===== src/rtl/trg_pkg.sv =====
package trg_pkg;
    typedef enum logic [1:0] {
        SYM_CLK  = 2'd0,
        SYM_SYNC = 2'd1,
        SYM_MARK = 2'd2,
        SYM_RSVD = 2'd3
    } sym_e;
endpackage


===== src/rtl/sym_classify.sv =====
module sym_classify
    import trg_pkg::*;
(
    input  logic [1:0] sym,
    output logic       is_sync,
    output logic       is_mark
);
    sym_e code;
    always_comb begin
        code    = sym_e'(sym);
        is_sync = (code == SYM_SYNC);
        is_mark = (code == SYM_MARK);
    end
endmodule


===== src/rtl/ts_ring.sv =====
module ts_ring #(
    parameter int TS_MOD = 294,
    parameter int TS_W   = $clog2(TS_MOD)
) (
    input  logic            clk,
    input  logic            rst_n,
    input  logic            sync,
    output logic [TS_W-1:0] ts,
    output logic            run,
    output logic            slot
);
    localparam logic [TS_W-1:0] LAST = TS_W'(TS_MOD - 1);
    localparam bit POW2 = (TS_MOD == (1 << TS_W));

    typedef struct packed {
        logic            run;
        logic [TS_W-1:0] ts;
    } st_t;

    st_t st_d, st_q;
    logic [TS_W-1:0] ts_inc;

    generate
        if (POW2) begin : g_natural_wrap
            assign ts_inc = st_q.ts + TS_W'(1);
        end else begin : g_compare_wrap
            assign ts_inc = (st_q.ts == LAST) ? '0 : st_q.ts + TS_W'(1);
        end
    endgenerate

    always_comb begin
        st_d = st_q;
        if (sync) begin
            st_d.run = 1'b1;
            st_d.ts  = TS_W'(1);
        end else if (st_q.run) begin
            st_d.ts = ts_inc;
        end
    end

    always_ff @(posedge clk) begin
        if (!rst_n) st_q <= '0;
        else        st_q <= st_d;
    end

    assign ts   = st_q.ts;
    assign run  = st_q.run;
    assign slot = st_q.run && (st_q.ts == '0);
endmodule


===== src/rtl/ev_header.sv =====
module ev_header #(
    parameter int TS_W = 9,
    parameter int EV_W = 16
) (
    input  logic            clk,
    input  logic            rst_n,
    input  logic            sync,
    input  logic            trig,
    input  logic [TS_W-1:0] ts,
    output logic [EV_W-1:0] ev,
    output logic            hv,
    output logic [TS_W-1:0] hts,
    output logic [EV_W-1:0] hev
);
    typedef struct packed {
        logic [EV_W-1:0] ev;
        logic            hv;
        logic [TS_W-1:0] hts;
        logic [EV_W-1:0] hev;
    } st_t;

    st_t st_d, st_q;

    always_comb begin
        st_d    = st_q;
        st_d.hv = 1'b0;
        if (sync) begin
            st_d.ev = '0;
        end else if (trig) begin
            st_d.hv  = 1'b1;
            st_d.hts = ts;
            st_d.hev = st_q.ev;
            st_d.ev  = st_q.ev + EV_W'(1);
        end
    end

    always_ff @(posedge clk) begin
        if (!rst_n) st_q <= '0;
        else        st_q <= st_d;
    end

    assign ev  = st_q.ev;
    assign hv  = st_q.hv;
    assign hts = st_q.hts;
    assign hev = st_q.hev;
endmodule


===== src/rtl/slot_checker.sv =====
module slot_checker (
    input  logic clk,
    input  logic rst_n,
    input  logic sync,
    input  logic slot,
    input  logic is_mark,
    output logic err
);
    typedef struct packed {
        logic err;
    } st_t;

    st_t st_d, st_q;

    always_comb begin
        st_d = st_q;
        if (sync)                 st_d.err = 1'b0;
        else if (slot && !is_mark) st_d.err = 1'b1;
    end

    always_ff @(posedge clk) begin
        if (!rst_n) st_q <= '0;
        else        st_q <= st_d;
    end

    assign err = st_q.err;
endmodule


===== src/rtl/trig_cmd_decoder.sv =====
module trig_cmd_decoder #(
    parameter int TS_MOD = 294,
    parameter int TS_W   = $clog2(TS_MOD),
    parameter int EV_W   = 16
) (
    input  logic            clk,
    input  logic            rst_n,
    input  logic [1:0]      sym_i,
    output logic [TS_W-1:0] ts_o,
    output logic [EV_W-1:0] ev_o,
    output logic            err_o,
    output logic            hdr_valid_o,
    output logic [TS_W-1:0] hdr_ts_o,
    output logic [EV_W-1:0] hdr_ev_o
);
    logic is_sync, is_mark, run, slot, trig;

    sym_classify u_cls (
        .sym     (sym_i),
        .is_sync (is_sync),
        .is_mark (is_mark)
    );

    ts_ring #(.TS_MOD(TS_MOD), .TS_W(TS_W)) u_ts (
        .clk   (clk),
        .rst_n (rst_n),
        .sync  (is_sync),
        .ts    (ts_o),
        .run   (run),
        .slot  (slot)
    );

    assign trig = is_mark && run && !slot;

    ev_header #(.TS_W(TS_W), .EV_W(EV_W)) u_ev (
        .clk   (clk),
        .rst_n (rst_n),
        .sync  (is_sync),
        .trig  (trig),
        .ts    (ts_o),
        .ev    (ev_o),
        .hv    (hdr_valid_o),
        .hts   (hdr_ts_o),
        .hev   (hdr_ev_o)
    );

    slot_checker u_chk (
        .clk     (clk),
        .rst_n   (rst_n),
        .sync    (is_sync),
        .slot    (slot),
        .is_mark (is_mark),
        .err     (err_o)
    );
endmodule


===== config.mk =====
export PLATFORM = sky130hd
export DESIGN_NAME = trig_cmd_decoder
export DESIGN_NICKNAME = d
export VERILOG_FILES = /design/src/rtl/trg_pkg.sv /design/src/rtl/sym_classify.sv /design/src/rtl/ts_ring.sv /design/src/rtl/ev_header.sv /design/src/rtl/slot_checker.sv /design/src/rtl/trig_cmd_decoder.sv
export SDC_FILE = /design/constraint.sdc
export NUM_CORES = 1
export LEC_CHECK = 0
export ABC_AREA = 1
export CORE_ASPECT_RATIO = 1.75
export CORE_MARGIN = 2
export CORE_UTILIZATION = 28
export DETAILED_ROUTE_END_ITERATION = 10
export HOLD_SLACK_MARGIN = 0.15
export PLACE_DENSITY = 0.53
export SLEW_MARGIN = 25
export SYNTH_ARGS = -nofsm -noshare
export SYNTH_HDL_FRONTEND = slang
export SYNTH_SLANG_ARGS = --single-unit

===== constraint.sdc =====
create_clock -name clk -period 2.3 [get_ports clk]
set_input_delay 0.345 -clock clk [delete_from_list [all_inputs] [get_ports clk]]
set_output_delay 0.345 -clock clk [all_outputs]
set_load 0.005 [all_outputs]

# Word level (Yosys, flattened, before mapping)
# Index checks and enable logic that the tools add are counted.
[classes] add_sub_neg=2 n_mul=0 div=0 magnitude_cmp=0 n_eq_ne=3 shift=0 muxes=4 bitwise=2 n_reduce_logical=10
[op_table] op="$mux 26" count=1
[op_table] op="$add 16x1->16 const B" count=1
[op_table] op="$add 9x1->9 const B" count=1
[op_table] op="$eq 9x9->1 const B" count=1
[op_table] op="$logic_not 9->1" count=1
[op_table] op="$mux 9" count=1
[op_table] op="$logic_and 1x1->1" count=4
[op_table] op="$eq 2x1->1 const B" count=1
[op_table] op="$eq 2x2->1 const B" count=1
[op_table] op="$logic_not 1->1" count=2
[op_table] op="$mux 1" count=2
[op_table] op="$not 1->1" count=2
[op_table] op="$reduce_and 2->1" count=1
[op_table] op="$reduce_bool 2->1" count=1
[op_table] op="$reduce_or 2->1" count=1
[totals] reg_bits=53 latchBits=0 ramBits=0 mem_bits_ro=0 input_bits=4 output_inout_bits=52 word_cells=29 n_memories=0

# Longest topological paths before layout
[depth] depth_word=5 depth_mapped=10 ltp_nobuf=10

# Hierarchy
# Synthesis repeated with hierarchy kept, for this count alone.
[unflattened] cells_unflattened=307 hier_area_um2=2307.2
[by_module_without_submodules] module="ev_header" instances=1 cells_per_inst=216 area_each_um2=1667.8 seq_area_each_um2=840.8
[by_module_without_submodules] module="ts_ring" instances=1 cells_per_inst=78 area_each_um2=566.8 seq_area_each_um2=200.2
[by_module_without_submodules] module="slot_checker" instances=1 cells_per_inst=7 area_each_um2=47.5 seq_area_each_um2=20.0
[by_module_without_submodules] module="sym_classify" instances=1 cells_per_inst=4 area_each_um2=15.0 seq_area_each_um2=0.0
[by_module_without_submodules] module="trig_cmd_decoder" instances=1 cells_per_inst=2 area_each_um2=10.0 seq_area_each_um2=0.0

# Worst setup path after synthesis
# OpenSTA, ideal clock, no wires.
[synth_path] path_kind="register -> register" start="register u_ts.st_q, in the netlist u_ts.ts[0]" end="register u_ev.st_q, in the netlist u_ev.ev[5]" setup_time_ps=131 arrival_ps=1320 required_time_ps=2169 slack_ps=850 path_stages_with_launch=11 n_path_buf=1 synth_period_minus_slack_ps=1450 cell_sequence="dfxtp_1 inv_1 ha_1 nand2_4 nor2_4 nand4_4 nand2_4 inv_6 buf_6 nand2_1 a21oi_2"
[synth_between] elab_chain_cells=4
[synth_lines] element="from (decl)" line_no="ts_ring.sv:20" source="st_t st_d, st_q;"
[synth_lines] element="from (signal assigned)" line_no="ts_ring.sv:43" source="else st_q <= st_d;"
[synth_lines] element="$logic_not 9->1" line_no="ts_ring.sv:48" source="assign slot = st_q.run && (st_q.ts == '0);"
[synth_lines] element="$logic_and 1x1->1" line_no="ts_ring.sv:48"
[synth_lines] element="$logic_not 1->1" line_no="trig_cmd_decoder.sv:33" source="assign trig = is_mark && run && !slot;"
[synth_lines] element="$logic_and 1x1->1" line_no="trig_cmd_decoder.sv:33"
[synth_lines] element="to (signal assigned)" line_no="ev_header.sv:39" source="else st_q <= st_d;"
[synth_lines] element="to (decl)" line_no="ev_header.sv:22" source="st_t st_d, st_q;"
# Every way passes these cells.
# A chain may end at the register's enable or synchronous reset.

# Final worst setup path
[layout_path] start="register u_ts.st_q, in the netlist u_ts.ts[0]" end="register u_ev.st_q, in the netlist u_ev.ev[7]"
# The elaborated chain is that of the path after synthesis.

==> impl_metrics.toml <==
[job]
cap_violations = 0

[route]
drtPass1Iterations = 4
wirelength_mm = 6.776
avgRoutedWirePerCell_um = 12.81
first_iter_violations = 91
vias = 2359
drc = 0
drtAntennaViolNets = 0
vias_per_cell = 4.459

[place]
dp_hpwl_mm = 5.037
gp_congestion = 0.8257
pre_cts_slack_ns = 0.3496
portBuffers = 55

[sta]
max_slew_margin_pct = 68.09
fin_setup_tns_ns = 0
worstMarginPinSlew_ns = 0.4780
rsz0062_at_grt = "false"
max_freq_mhz = 548.5
timing.final.ws_setup_ns = 0.4770
fin_crit_sh_pct = 79.26
hold_viol = 0
period_minus_slack_ns = 1.823
drv_slew = 0
skew_ns = 0.007254
setup_violations = 0

[worst_setup_path]
worst_setup_path_end_kind = "flip-flop"
r2r_slack_ns = 0.48
rr_startpoint = "u_ts.ts[0]"
cp_data_required_time_ns = 2.52
worstPathMaxFanout = 24
crit_arrival_ns = 2.05
r2r_cells = 9
rr_endpoint = "u_ev.ev[7]"
worstSetupStartpointType = "flip-flop"
worst-setup-path-type = "flip-flop to flip-flop"

[synth]
synthesis.nets = 365
synth-edff-count = 0
synth_seq_area_share_pct = 41.49
syn_avg_cell_area_um2 = 7.164
syn_inst = 357
synth-main-ff-cell = "dfxtp_1"
yosysWarnings = 0
async_flop_share_pct = 0
ys_ff_latch = 53
yosys.area.top_type = "dfxtp_1"
synthDistinctLibCells = 35
syn-cell-area_mm2 = 0.002557
synth_top_area_share_pct = 41.49
synth.top_cells.by_area = "dfxtp_1 41%, nand2_1 13%, nor2_1 10%"

[clocking]
cts_setup_buffers = 0
clockBufferDepth = 2
cts.sinks = 53
cts_resized = 0
clk_latency_ns = 0.29
cts_tree = "built"
htreeDepth = 2
cts_root_buf = "clkbuf_16"
ctsHoldBuffers = 0
cts_inserted_buffers = 5
clkTransAtPathRegs_ns = 0.07

[power_and_ir_drop]
cellLeakagePower_uw = 0.001152
power_density_mw_per_mm2 = 564.6
peakVddDrop_mv = 0.2749

[floorplan]
fp.dieH_um = 130.4
die_width_um = 76.25
rows = 46
dieArea_mm2 = 0.009944
start_util_pct = 28.48
ios = 56
coreArea_mm2 = 0.008979

[worst_hold_path]
holdPathEnd = "u_chk.err"
hold_depth = 1
hold_path_class = "flip-flop to flip-flop"
min_from = "u_chk.err"

[global_routing]
grt_max_degree = 38
grt.total_usage_pct = 14.13
grt_pass1_vias = 2292
grt-ovfl-total = 0
grt_pass1_wl_mm = 11.19
antenna_found_initial = 0

[layout]
nNetsFinal = 416
drive_gt1_share_pct = 6.112
area.growth.synth_to_final_pct = 30.14
antenna_cells = 0

[run_status]
status = "completed"
==> per-layer routing <==
metal | wire (um) | vias up | track usage, % | part of all wire (%)
met5 | 0 | - | 0 | 0
met2 | 3895 | 40 | 28.79 | 57
met4 | 146 | 0 | 5.882 | 2.2
met1 | 2567 | 1079 | 14.10 | 38
met3 | 166 | 9 | 2.060 | 2.4
li1 | - | 1231 | - | -
==> cell usage after synthesis, types with 2 or more instances <==
cell / count
xor2_1: 5
nand3_1: 12
buf_6: 6
xnor2_1: 3
nand4_1: 8
nor2_4: 2
dfxtp_1: 53
nor3_1: 4
nor2_2: 2
o21ai_0: 20
clkbuf_1: 3
inv_1: 24
a21oi_1: 23
nor3b_1: 2
nand2_1: 91
ha_1: 4
nand2_4: 2
nor2_1: 71
buf_8: 2
o21ai_1: 5
==> cell families (layout without fill, tap and decap cells) <==
group / Yosys count / after routing / share of synthesized area (%)
xor gates and xnor gates: 8 / 8 / 2.740
DFF: 53 / 53 / 41.49
AOI/OAI and AO/OA: 51 / 51 / 10.27
and+or+nand+nor: 200 / 200 / 34.35
adders and majority gates: 4 / 4 / 1.957
buffers and inverters: 41 / 93 / 9.197
==> through the flow <==
stage	hold slack, ns	area [um2]	utilization, %	total power (uW)	instances
finish	0.4773	3328	37.07	1879	529
global route	0.5029	3328	37.07	1963	529
CTS	0.4874	3328	37.07	1905	529
detailed placement	0.4599	3171	35.31	1108	521
global placement	0.4647	3171	35.31	1107	521
floorplan	0.4553	2557	-	1052	357
==> state kept, by name, indices dropped and copies added (netlist names) <==
register,cells
u_ev.ev,16
u_ev.hev,16
u_ev.hts,9
u_ts.ts,9
u_chk.err,1
u_ev.hv,1
u_ts.run,1
==> critical path, stage by stage, from the launching register on <==
cell	delay, ns
dfxtp_1	0.37
inv_1	0.14
ha_1	0.21
nand2_4	0.06
nor2_4	0.12
nand4_4	0.11
nand2_4	0.25
buf_4	0.27
nand2_1	0.07
a21oi_1	0.14
==> power breakdown <==
group	switching, uW	total (uW)	leakage, uW	internal, uW
Clock	334	795	0.0000799	462
Sequential	16.1	951	0.000429	935
Combinational	70.4	133	0.000644	62.4
Total	420	1880	0.00115	1460
==> cells in the final DEF, fill, tap and decap left out, drive strengths merged, types with 7 or more instances in the layout <==
cell type / instances
nand2: 94
nor2: 76
clkdlybuf4s50: 55
dfxtp: 53
inv: 26
o21ai: 25
a21oi: 24
nand3: 12
nand4: 9
clkbuf: 7
==> cell type report <==
| cell class | count | area, um2 |
|---|---|---|
| fillers | 982 | 5650 |
| multi-input cells | 263 | 1261 |
| flip-flops and latches | 53 | 1061 |
| repair buffers | 59 | 593.1 |
| clock buffers | 7 | 152.6 |
| well taps | 120 | 150.1 |
| inverters | 26 | 105.1 |
| clock inverters | 1 | 5.005 |
==> worst max-delay path by stage <==
| stage | from | to | slack [ns] | cells past startpoint |
|---|---|---|---|---|
| global route | u_ts.ts[0] | u_ev.ev[8] | 0.27 | 9 |
| finish | u_ts.ts[0] | u_ev.ev[7] | 0.48 | 9 |
| global placement | sym_i[1] | u_ev.hev[0] | 0.36 | 8 |
| detailed placement | sym_i[1] | u_ev.hev[0] | 0.35 | 8 |
| floorplan | u_ts.ts[0] | u_ev.ev[5] | 0.85 | 10 |
| CTS | u_ts.ts[0] | u_ev.ev[12] | 0.47 | 9 |
Power figures use the tool's default switching activity.
